`src/rtl/swm_pkg.sv`:
```
package swm_pkg;

    localparam int unsigned DEF_S           = 2;
    localparam int unsigned DEF_PIX_W       = 8;
    localparam int unsigned DEF_WORD_PIX    = 8;
    localparam int unsigned DEF_BURST_WORDS = 4;

    // index width that never collapses to zero bits
    function automatic int unsigned idx_w(input int unsigned n);
        return (n < 2) ? 1 : $clog2(n);
    endfunction

endpackage

```
`src/rtl/swm_tile_buf.sv`:
```
module swm_tile_buf #(
    parameter int unsigned ROWS   = 5,
    parameter int unsigned WORDS  = 4,
    parameter int unsigned WORD_W = 64
) (
    input  logic                                 clk,
    input  logic                                 we,
    input  logic                                 wr_half,
    input  logic [swm_pkg::idx_w(ROWS)-1:0]      wr_row,
    input  logic [swm_pkg::idx_w(WORDS)-1:0]     wr_word,
    input  logic [WORD_W-1:0]                    wr_data,
    input  logic                                 rd_half,
    input  logic [swm_pkg::idx_w(ROWS)-1:0]      rd_row,
    input  logic [swm_pkg::idx_w(WORDS)-1:0]     rd_word,
    output logic [WORD_W-1:0]                    rd_data
);

    logic [WORD_W-1:0] mem_q [2][ROWS][WORDS];

    always_ff @(posedge clk) begin
        if (we) begin
            mem_q[wr_half][wr_row][wr_word] <= wr_data;
        end
    end

    assign rd_data = mem_q[rd_half][rd_row][rd_word];

endmodule

```
`src/rtl/swm_pingpong_ctrl.sv`:
```
module swm_pingpong_ctrl #(
    parameter int unsigned ROWS     = 5,
    parameter int unsigned WORDS    = 4,
    parameter int unsigned WORD_PIX = 8,
    localparam int unsigned COLS    = WORDS * WORD_PIX,
    localparam int unsigned RW      = swm_pkg::idx_w(ROWS),
    localparam int unsigned CW      = swm_pkg::idx_w(COLS),
    localparam int unsigned LW      = swm_pkg::idx_w(WORD_PIX),
    localparam int unsigned WW      = CW - LW
) (
    input  logic          clk,
    input  logic          rst_n,
    input  logic          wr_en,
    input  logic          wr_tile_done,
    output logic          wr_ready,
    output logic          we,
    output logic          fill_half,
    output logic          rd_issue,
    output logic          rd_half,
    output logic [RW-1:0] rd_row,
    output logic [WW-1:0] rd_word,
    output logic [LW-1:0] rd_lane,
    output logic          rd_last_row,
    output logic [1:0]    full_flags
);

    typedef struct packed {
        logic [1:0]    full;
        logic          fill;
        logic          drain;
        logic [RW-1:0] row;
        logic [CW-1:0] col;
    } ctrl_t;

    ctrl_t st_d, st_q;

    always_comb begin
        st_d     = st_q;
        rd_issue = st_q.full[st_q.drain];
        wr_ready = !st_q.full[st_q.fill];
        we       = wr_en && wr_ready;

        if (rd_issue) begin
            if (st_q.row == RW'(ROWS - 1)) begin
                st_d.row = '0;
                if (st_q.col == CW'(COLS - 1)) begin
                    st_d.col                = '0;
                    st_d.full[st_q.drain]   = 1'b0;
                    st_d.drain              = ~st_q.drain;
                end else begin
                    st_d.col = st_q.col + 1'b1;
                end
            end else begin
                st_d.row = st_q.row + 1'b1;
            end
        end

        if (wr_tile_done && wr_ready) begin
            st_d.full[st_q.fill] = 1'b1;
            st_d.fill            = ~st_q.fill;
        end
    end

    always_ff @(posedge clk) begin
        if (!rst_n) st_q <= '0;
        else        st_q <= st_d;
    end

    assign fill_half   = st_q.fill;
    assign rd_half     = st_q.drain;
    assign rd_row      = st_q.row;
    assign rd_word     = st_q.col[CW-1:LW];
    assign rd_lane     = st_q.col[LW-1:0];
    assign rd_last_row = (st_q.row == RW'(ROWS - 1));
    assign full_flags  = st_q.full;

endmodule

```
`src/rtl/swm_window_array.sv`:
```
module swm_window_array #(
    parameter int unsigned N        = 5,
    parameter int unsigned PIX_W    = 8,
    parameter int unsigned WORD_PIX = 8,
    localparam int unsigned WORD_W  = PIX_W * WORD_PIX,
    localparam int unsigned NN      = N * N,
    localparam int unsigned LW      = swm_pkg::idx_w(WORD_PIX),
    localparam int unsigned CNTW    = swm_pkg::idx_w(N + 1)
) (
    input  logic                       clk,
    input  logic                       rst_n,
    input  logic                       rd_issue,
    input  logic [WORD_W-1:0]          rd_data,
    input  logic [LW-1:0]              rd_lane,
    input  logic                       rd_last_row,
    output logic                       shift_en,
    output logic                       win_valid,
    output logic [NN-1:0][PIX_W-1:0]   chain
);

    typedef struct packed {
        logic [WORD_W-1:0]         word;
        logic [LW-1:0]             lane;
        logic                      v;
        logic                      last;
        logic [NN-1:0][PIX_W-1:0]  chain;
        logic [CNTW-1:0]           cnt;
        logic                      valid;
    } arr_t;

    arr_t st_d, st_q;
    logic [PIX_W-1:0] pix_sel;

    always_comb begin
        st_d       = st_q;
        st_d.word  = rd_data;
        st_d.lane  = rd_lane;
        st_d.v     = rd_issue;
        st_d.last  = rd_last_row;
        st_d.valid = 1'b0;
        pix_sel    = st_q.word[st_q.lane * PIX_W +: PIX_W];

        if (st_q.v) begin
            for (int i = 0; i < NN - 1; i++) begin
                st_d.chain[i] = st_q.chain[i + 1];
            end
            st_d.chain[NN-1] = pix_sel;
            if (st_q.last) begin
                st_d.valid = (st_q.cnt >= CNTW'(N - 1));
                if (st_q.cnt < CNTW'(N)) st_d.cnt = st_q.cnt + 1'b1;
            end
        end
    end

    always_ff @(posedge clk) begin
        if (!rst_n) st_q <= '0;
        else        st_q <= st_d;
    end

    assign shift_en  = st_q.v;
    assign win_valid = st_q.valid;
    assign chain     = st_q.chain;

endmodule

```
`src/rtl/swm_window_gen.sv`:
```
module swm_window_gen #(
    parameter int unsigned S           = swm_pkg::DEF_S,
    parameter int unsigned PIX_W       = swm_pkg::DEF_PIX_W,
    parameter int unsigned WORD_PIX    = swm_pkg::DEF_WORD_PIX,
    parameter int unsigned BURST_WORDS = swm_pkg::DEF_BURST_WORDS,
    localparam int unsigned N          = 2 * S + 1,
    localparam int unsigned WORD_W     = PIX_W * WORD_PIX,
    localparam int unsigned RW         = swm_pkg::idx_w(N),
    localparam int unsigned WW         = swm_pkg::idx_w(BURST_WORDS),
    localparam int unsigned LW         = swm_pkg::idx_w(WORD_PIX)
) (
    input  logic                   clk,
    input  logic                   rst_n,
    input  logic                   wr_en,
    input  logic [RW-1:0]          wr_row,
    input  logic [WW-1:0]          wr_word,
    input  logic [WORD_W-1:0]      wr_data,
    input  logic                   wr_tile_done,
    output logic                   wr_ready,
    output logic                   win_valid,
    output logic [N*N*PIX_W-1:0]   win_pix
);

    logic                         we_w;
    logic                         fill_w;
    logic                         rd_issue_w;
    logic                         rd_half_w;
    logic [RW-1:0]                rd_row_w;
    logic [WW-1:0]                rd_word_w;
    logic [LW-1:0]                rd_lane_w;
    logic                         rd_last_w;
    logic [1:0]                   full_w;
    logic [WORD_W-1:0]            rd_data_w;
    logic                         shift_en_w;
    logic [N*N-1:0][PIX_W-1:0]    chain_w;

    swm_pingpong_ctrl #(
        .ROWS(N), .WORDS(BURST_WORDS), .WORD_PIX(WORD_PIX)
    ) u_ctrl (
        .clk(clk), .rst_n(rst_n),
        .wr_en(wr_en), .wr_tile_done(wr_tile_done), .wr_ready(wr_ready),
        .we(we_w), .fill_half(fill_w),
        .rd_issue(rd_issue_w), .rd_half(rd_half_w), .rd_row(rd_row_w),
        .rd_word(rd_word_w), .rd_lane(rd_lane_w), .rd_last_row(rd_last_w),
        .full_flags(full_w)
    );

    swm_tile_buf #(
        .ROWS(N), .WORDS(BURST_WORDS), .WORD_W(WORD_W)
    ) u_buf (
        .clk(clk), .we(we_w), .wr_half(fill_w), .wr_row(wr_row),
        .wr_word(wr_word), .wr_data(wr_data),
        .rd_half(rd_half_w), .rd_row(rd_row_w), .rd_word(rd_word_w),
        .rd_data(rd_data_w)
    );

    swm_window_array #(
        .N(N), .PIX_W(PIX_W), .WORD_PIX(WORD_PIX)
    ) u_arr (
        .clk(clk), .rst_n(rst_n),
        .rd_issue(rd_issue_w), .rd_data(rd_data_w), .rd_lane(rd_lane_w),
        .rd_last_row(rd_last_w),
        .shift_en(shift_en_w), .win_valid(win_valid), .chain(chain_w)
    );

    // chain slot j*N+r carries window row r of column j
    for (genvar r = 0; r < N; r++) begin : g_row
        for (genvar j = 0; j < N; j++) begin : g_col
            assign win_pix[(r*N + j)*PIX_W +: PIX_W] = chain_w[j*N + r];
        end
    end

endmodule

```
`config.mk`:
```
export PLATFORM = sky130hd
export DESIGN_NAME = swm_window_gen
export DESIGN_NICKNAME = d
export VERILOG_FILES = /design/src/rtl/swm_pkg.sv /design/src/rtl/swm_tile_buf.sv /design/src/rtl/swm_pingpong_ctrl.sv /design/src/rtl/swm_window_array.sv /design/src/rtl/swm_window_gen.sv
export SDC_FILE = /design/constraint.sdc
export NUM_CORES = 2
export LEC_CHECK = 0
export BUFFER_PORTS_ARGS = -buffer_cell sky130_fd_sc_hd__buf_2
export CAP_MARGIN = 20
export CORE_MARGIN = 2
export CORE_UTILIZATION = 40
export CTS_CLUSTER_SIZE = 12
export DETAILED_ROUTE_END_ITERATION = 7
export HOLD_SLACK_MARGIN = 0.05
export SYNTH_ARGS = -nofsm -noshare
export SYNTH_HDL_FRONTEND = slang
export SYNTH_HIERARCHICAL = 1
export SYNTH_SLANG_ARGS = --single-unit
export TNS_END_PERCENT = 5
```
`constraint.sdc`:
```
create_clock -name clk -period 6 [get_ports clk]
set_clock_uncertainty 0.2 [all_clocks]
set_input_delay 0 -clock clk [delete_from_list [all_inputs] [get_ports clk]]
set_output_delay 0 -clock clk [all_outputs]
set_load 0.02 [all_outputs]
```
## After elaboration in Yosys (flattened, before gate mapping)

Memory sizes are Yosys's and may differ from the RTL's. A register that Yosys moved wholly into a read port is not among the register bits.
Cells that the tools add are included.

| storage, ports and cells | value |
|---|---|
| register bits after elaboration | 285 |
| output and inout bits | 202 |
| memories | 1 |
| input port bits | 73 |
| bits in writable memories | 2,560 |

| operators by class | value |
|---|---|
| mux-type cells | 28 |
| bitwise operators | 9 |
| shift operators | 1 |
| $add $sub $neg | 3 |
| reductions and logical operators | 11 |
| equality and inequality tests | 2 |
| $lt $le $gt $ge | 12 |

Memory list:

| memory | words | width | rd ports | clocked after Yosys merged registers in | wr ports | line | RTL |
|---|---|---|---|---|---|---|---|
| u_buf.mem_q | 2 | 1,280 | 1 | 1 | 1 | swm_tile_buf.sv:18 | `logic [WORD_W-1:0] mem_q [2][ROWS][WORDS];` |

Operators with widths:

| operator | count |
|---|---|
| 1280-bit 2-to-1 mux | 1 |
| 256-bit binary-select mux with 3-bit select | 1 |
| 256-bit demux with 3-bit select | 1 |
| 256-bit 2-to-1 mux | 3 |
| 64-bit 2-to-1 mux | 3 |
| 64-bit binary-select mux with 2-bit select | 1 |
| 64-bit demux with 2-bit select | 1 |
| 64-bit by 7-bit variable part select with 8-bit output | 1 |
| 3-bit >= comparator (second input constant) | 3 |
| 1-bit 2-to-1 mux | 9 |
| 3-bit AND reduction | 3 |
| 4-bit >= comparator (second input constant) | 2 |
| 3-bit inverter with 4-bit output | 2 |
| 3-bit by 1-bit adder with 3-bit output (second input constant) | 2 |
| 1-bit logical AND | 6 |
| 2-bit 2-to-1 mux | 3 |
| 3-bit 2-to-1 mux | 2 |
| 2-bit inverter with 3-bit output | 2 |
| 5-bit by 1-bit adder with 5-bit output (second input constant) | 1 |
| 5-bit == test (second input constant) | 1 |
| 5-bit 2-to-1 mux | 1 |
| 1-bit by 2-bit less-than comparator with 1-bit output (second input constant) | 2 |
| 4-bit by 1-bit less-than comparator with 1-bit output (second input constant) | 1 |
| 3-bit == test (second input constant) | 1 |
| 10 further kinds | 13 |

## Longest topological paths before layout

| depth | value |
|---|---|
| depth in word-level cells | 11 |
| mapped depth | 11 |

## Cells and area by module

The synthesis kept the hierarchy.

By module, submodules not included:

| module | area each (µm²) | cells an instance | instances |
|---|---|---|---|
| swm_tile_buf | 98,276.8 | 4,295 | 1 |
| swm_window_array | 11,479.8 | 1,067 | 1 |
| swm_pingpong_ctrl | 605.6 | 67 | 1 |

## Worst setup path before layout

Ideal clock, no wire load.

| path | value |
|---|---|
| kind | register to register |
| from | reg u_ctrl.st_q, in the netlist u_ctrl/fill_half |
| to | mem u_buf/mem_q[0][256] in the netlist's numbering (enable) |
| cell stages (with the launch flop) | 6 |
| path buffers | 0 |
| data required time | 5,313 ps |
| slack | 986 ps |
| arrival time | 4,328 ps |
| cells stage by stage | dfxtp_1 > mux2i_1 > and2_1 > nor2b_1 > nand3_1 > nor2_1 |

| between the ends | value |
|---|---|
| word-level cells in the longest chain between the ends | 6 |

Ends and longest elaborated chain:

| item | line | RTL |
|---|---|---|
| start, declared | swm_pingpong_ctrl.sv:35 | `ctrl_t st_d, st_q;` |
| start signal, assigned | swm_pingpong_ctrl.sv:66 | `else st_q <= st_d;` |
| 1-bit 2-to-1 mux (not written as such) (2 in a row) | swm_pingpong_ctrl.sv:40 | `wr_ready = !st_q.full[st_q.fill];` |
| 1-bit logical NOT | swm_pingpong_ctrl.sv:40 |  |
| named net wr_ready | swm_window_gen.sv:19 | `output logic wr_ready,` |
| 1-bit logical AND | swm_pingpong_ctrl.sv:41 | `we = wr_en && wr_ready;` |
| named net we_w | swm_window_gen.sv:24 | `logic we_w;` |
| 1-bit 2-to-1 mux | swm_tile_buf.sv:21 | `if (we) begin` |
| 1280-bit 2-to-1 mux (not written as such) | swm_tile_buf.sv:22 | `mem_q[wr_half][wr_row][wr_word] <= wr_data;` |
| end, declared | swm_tile_buf.sv:18 |  |

The timed path passes the listed nets, and every way through them passes these cells. The select of a mux whose other input is x is not followed.

==> results_dict.tcl <==
set metrics [dict create \
    status "finished clean" \
    clockBufferDepth 4 \
    yosys.area.top_type_share_pct 69.7 \
    yosysMostFrequentCell "edfxtp_1" \
    cts_tree "built" \
    worstReg2RegStart "u_ctrl/rd_half" \
    yosysUniqueCellTypes 57 \
    core_um2 274000 \
    die-area_um2 280000 \
    synth_compound_area_share_pct 2.65 \
    viasPerCell 5.60 \
    period_needed_ps 3870 \
    io_pins 275 \
    worst_r2r_endpoint "u_arr/st_q[238]" \
    synth_top_cells_by_area "edfxtp_1, mux4_2, dfxtp_1" \
    setup.worst_path.start_class "flip-flop" \
    dr.pass1.iters 5 \
    place_area_um2 115000 \
    ir_worst_vdd_mv 0.298 \
    dr_wl_met2_um 137000 \
    vias 54600 \
    first_iter_violations 6009 \
    cts.sinks 2845 \
    rsz0062_at_grt "false" \
    synth-xor-area-share_pct 0.0238 \
    crit_arrival_ps 4490 \
    port_buffers 274 \
    synthTopCellsByCount "edfxtp_1, mux4_2, mux2i_1" \
    regArea_um2 82600 \
    critPathCaptureType "flip-flop" \
    reg2reg_depth 6 \
    tightestPinTransition_ps 1130 \
    holdPathEnd "u_buf/mem_q[0][39]" \
    worstPathRequired_ps 6620 \
    dpl.hpwl_um 157000 \
    yosysSeqAreaShare_pct 74.8 \
    stdcell_count 9751 \
    synth-adder-area-share_pct 0.0680 \
    wirelength_um 285000 \
    grt.total_usage_pct 20.1 \
    whs_ps 76.6 \
    cts_root_buf "clkbuf_16" \
    final_nets 5909 \
    synth_mux_area_share_pct 17.2 \
    finalSetupViolCount 0 \
    multi_input_area_um2 24900 \
    yosys.area_share.simple_pct 2.41 \
    syn_nets 5508 \
    synth_top_family_by_area "multiplexers" \
    synthArstFlopShare_pct 0 \
    fmax_ghz 0.258 \
    drive_gt1_share_pct 26.3 \
    grt_max_degree 156 \
    htreeDepth 5 \
    rrSetupSlack_ps 2130 \
    period_share_pct 64.6 \
    antenna_found_initial 23 \
    die_width_um 529 \
    ant_nets 0 \
    drv_slew 0 \
    dp.cells 9017 \
    p_per_area_nw_per_um2 327 \
    cts_buffers 317 \
    syn-cell-area_um2 110000 \
    wl_met1_um 118000 \
    cp_max_fo 35 \
    routabilityCongestion 0.808 \
    whs_path_depth 2 \
    overflow 0 \
    ys_seq_elements 2845 \
    yosysTopAreaCell "edfxtp_1" \
    wl_met3_um 22100 \
    grt_first_pass_wirelength_um 405000 \
    p_leak_uw 0.0389 \
    clock_latency_ps 960 \
    dieHeight_um 529 \
    grt_pass1_vias 54900 \
    hold_class "in -> reg" \
    slew-limit-headroom_pct 25.0 \
    synthCells 5429 \
    postLayoutCellArea_um2 127000 \
    postSynthAreaPerCell_um2 20.3 \
    hp-start "wr_data[39]" \
    highest-signal-layer "met5" \
    areaGrowthSynthToFinish_pct 14.9 \
    finalHoldViolations 0 \
    clk_pin_slew_ps 60 \
    drcViolationCount 0 \
    wl_per_cell_um 29.3 \
    cts_setup_buffers 0 \
    yosys_warnings 6 \
    start_util_pct 40.3 \
    maxCapViolCount 0 \
    critPathKind "reg -> reg" \
    final.setup.tns_ps 0 \
    rows 192 \
    ys.flop_type "edfxtp_1" \
    final.fill_count 22800 \
    synth_edf_count 2560 \
]
==> logic make-up after synthesis <==
kind of cell | Yosys count
buf+inv | 520
fa+ha+maj | 6
compound gates | 393
mux | 1183
simple gates | 479
flops | 2845
xor+xnor | 3
==> cell type report <==
type	count	share of cell area (%)
Antenna cell	11	0.0217
Clock buffer	453	7.02
Clock inverter	90	0.534
Inverter	10	0.0296
Multi-Input combinational cell	2064	19.7
Sequential cell	2845	65.1
Tap cell	3686	3.64
Timing Repair Buffer	592	3.94
==> what timing repair did <==
item	CTS	global route
endpoints found under the hold margin	3523	0
hold buffers	179	0
resized for setup	0	0
==> how the worst max path moves through the flow <==
stage | endpoint | slack (ps) | startpoint
floorplan | u_buf/mem_q[0][256] | 990 | u_ctrl/fill_half
global placement | u_arr/st_q[238] | 2090 | u_ctrl/rd_half
detailed placement | u_arr/st_q[238] | 2070 | u_ctrl/rd_half
CTS | u_arr/st_q[238] | 2070 | u_ctrl/rd_half
global route | u_arr/st_q[238] | 2010 | u_ctrl/rd_half
finish | u_arr/st_q[238] | 2130 | u_ctrl/rd_half
==> layout by cell type, fill, tap and decap left out, types with 32 or more instances in the layout <==
master,Yosys,layout
mux2_2,123,123
buf_4,242,99
clkbuf_1,116,92
buf_2,115,273
buf_12,1,65
mux4_2,554,554
mux2i_1,505,505
nor2_4,0,41
nand2_1,60,60
dfxtp_1,285,277
clkinv_1,2,37
o221ai_1,108,108
edfxtp_1,2560,2560
dlygate4sd3_1,0,152
clkbuf_16,0,322
nor2b_1,209,207
clkbuf_8,0,36
nand3_1,40,40
clkinv_2,0,32
a21oi_1,36,36
o211ai_1,79,79
and2_1,72,72
==> worst max-delay path, stage by stage (launching register included) <==
cell and delay, ps:
dfxtp_4 990, buf_4 630, mux4_2 580, mux2_2 270, o21ai_0 700, nand3_1 160
and2_1 210
==> power breakdown <==
| part | internal (uW) | switching, uW |
|---|---|---|
| clock network | 10600 | 7510 |
| registers | 21700 | 88.5 |
| logic | 654 | 1010 |
| total | 32900 | 8600 |
==> through the flow <==
step	utilization (%)	setup WS, ps	power, uW
after floorplan	-	986	23000
after CTS	46.2	2070	41900
after detailed placement	42.0	2070	23700
final	46.3	2130	41500
after global placement	42.0	2090	23700
after global routing	46.3	2010	42700
==> state kept, by name (all words and copies together) (netlist names) <==
register,flops
u_ctrl/rd_word,2
u_arr/st_q,71
u_ctrl/rd_half,1
u_ctrl/rd_lane,3
u_ctrl/fill_half,1
u_ctrl/full_flags,2
u_ctrl/rd_row,3
u_arr/chain,200
u_arr/win_valid,1
u_buf/mem_q,2560
u_arr/shift_en,1
==> routing by layer <==
layer	vias up	global-route usage, %
li1	22800	-
met1	29100	27.3
met2	2246	32.9
met3	421	3.87
met4	14	5.78
met5	-	0
(Power assumes the default switching activity.)
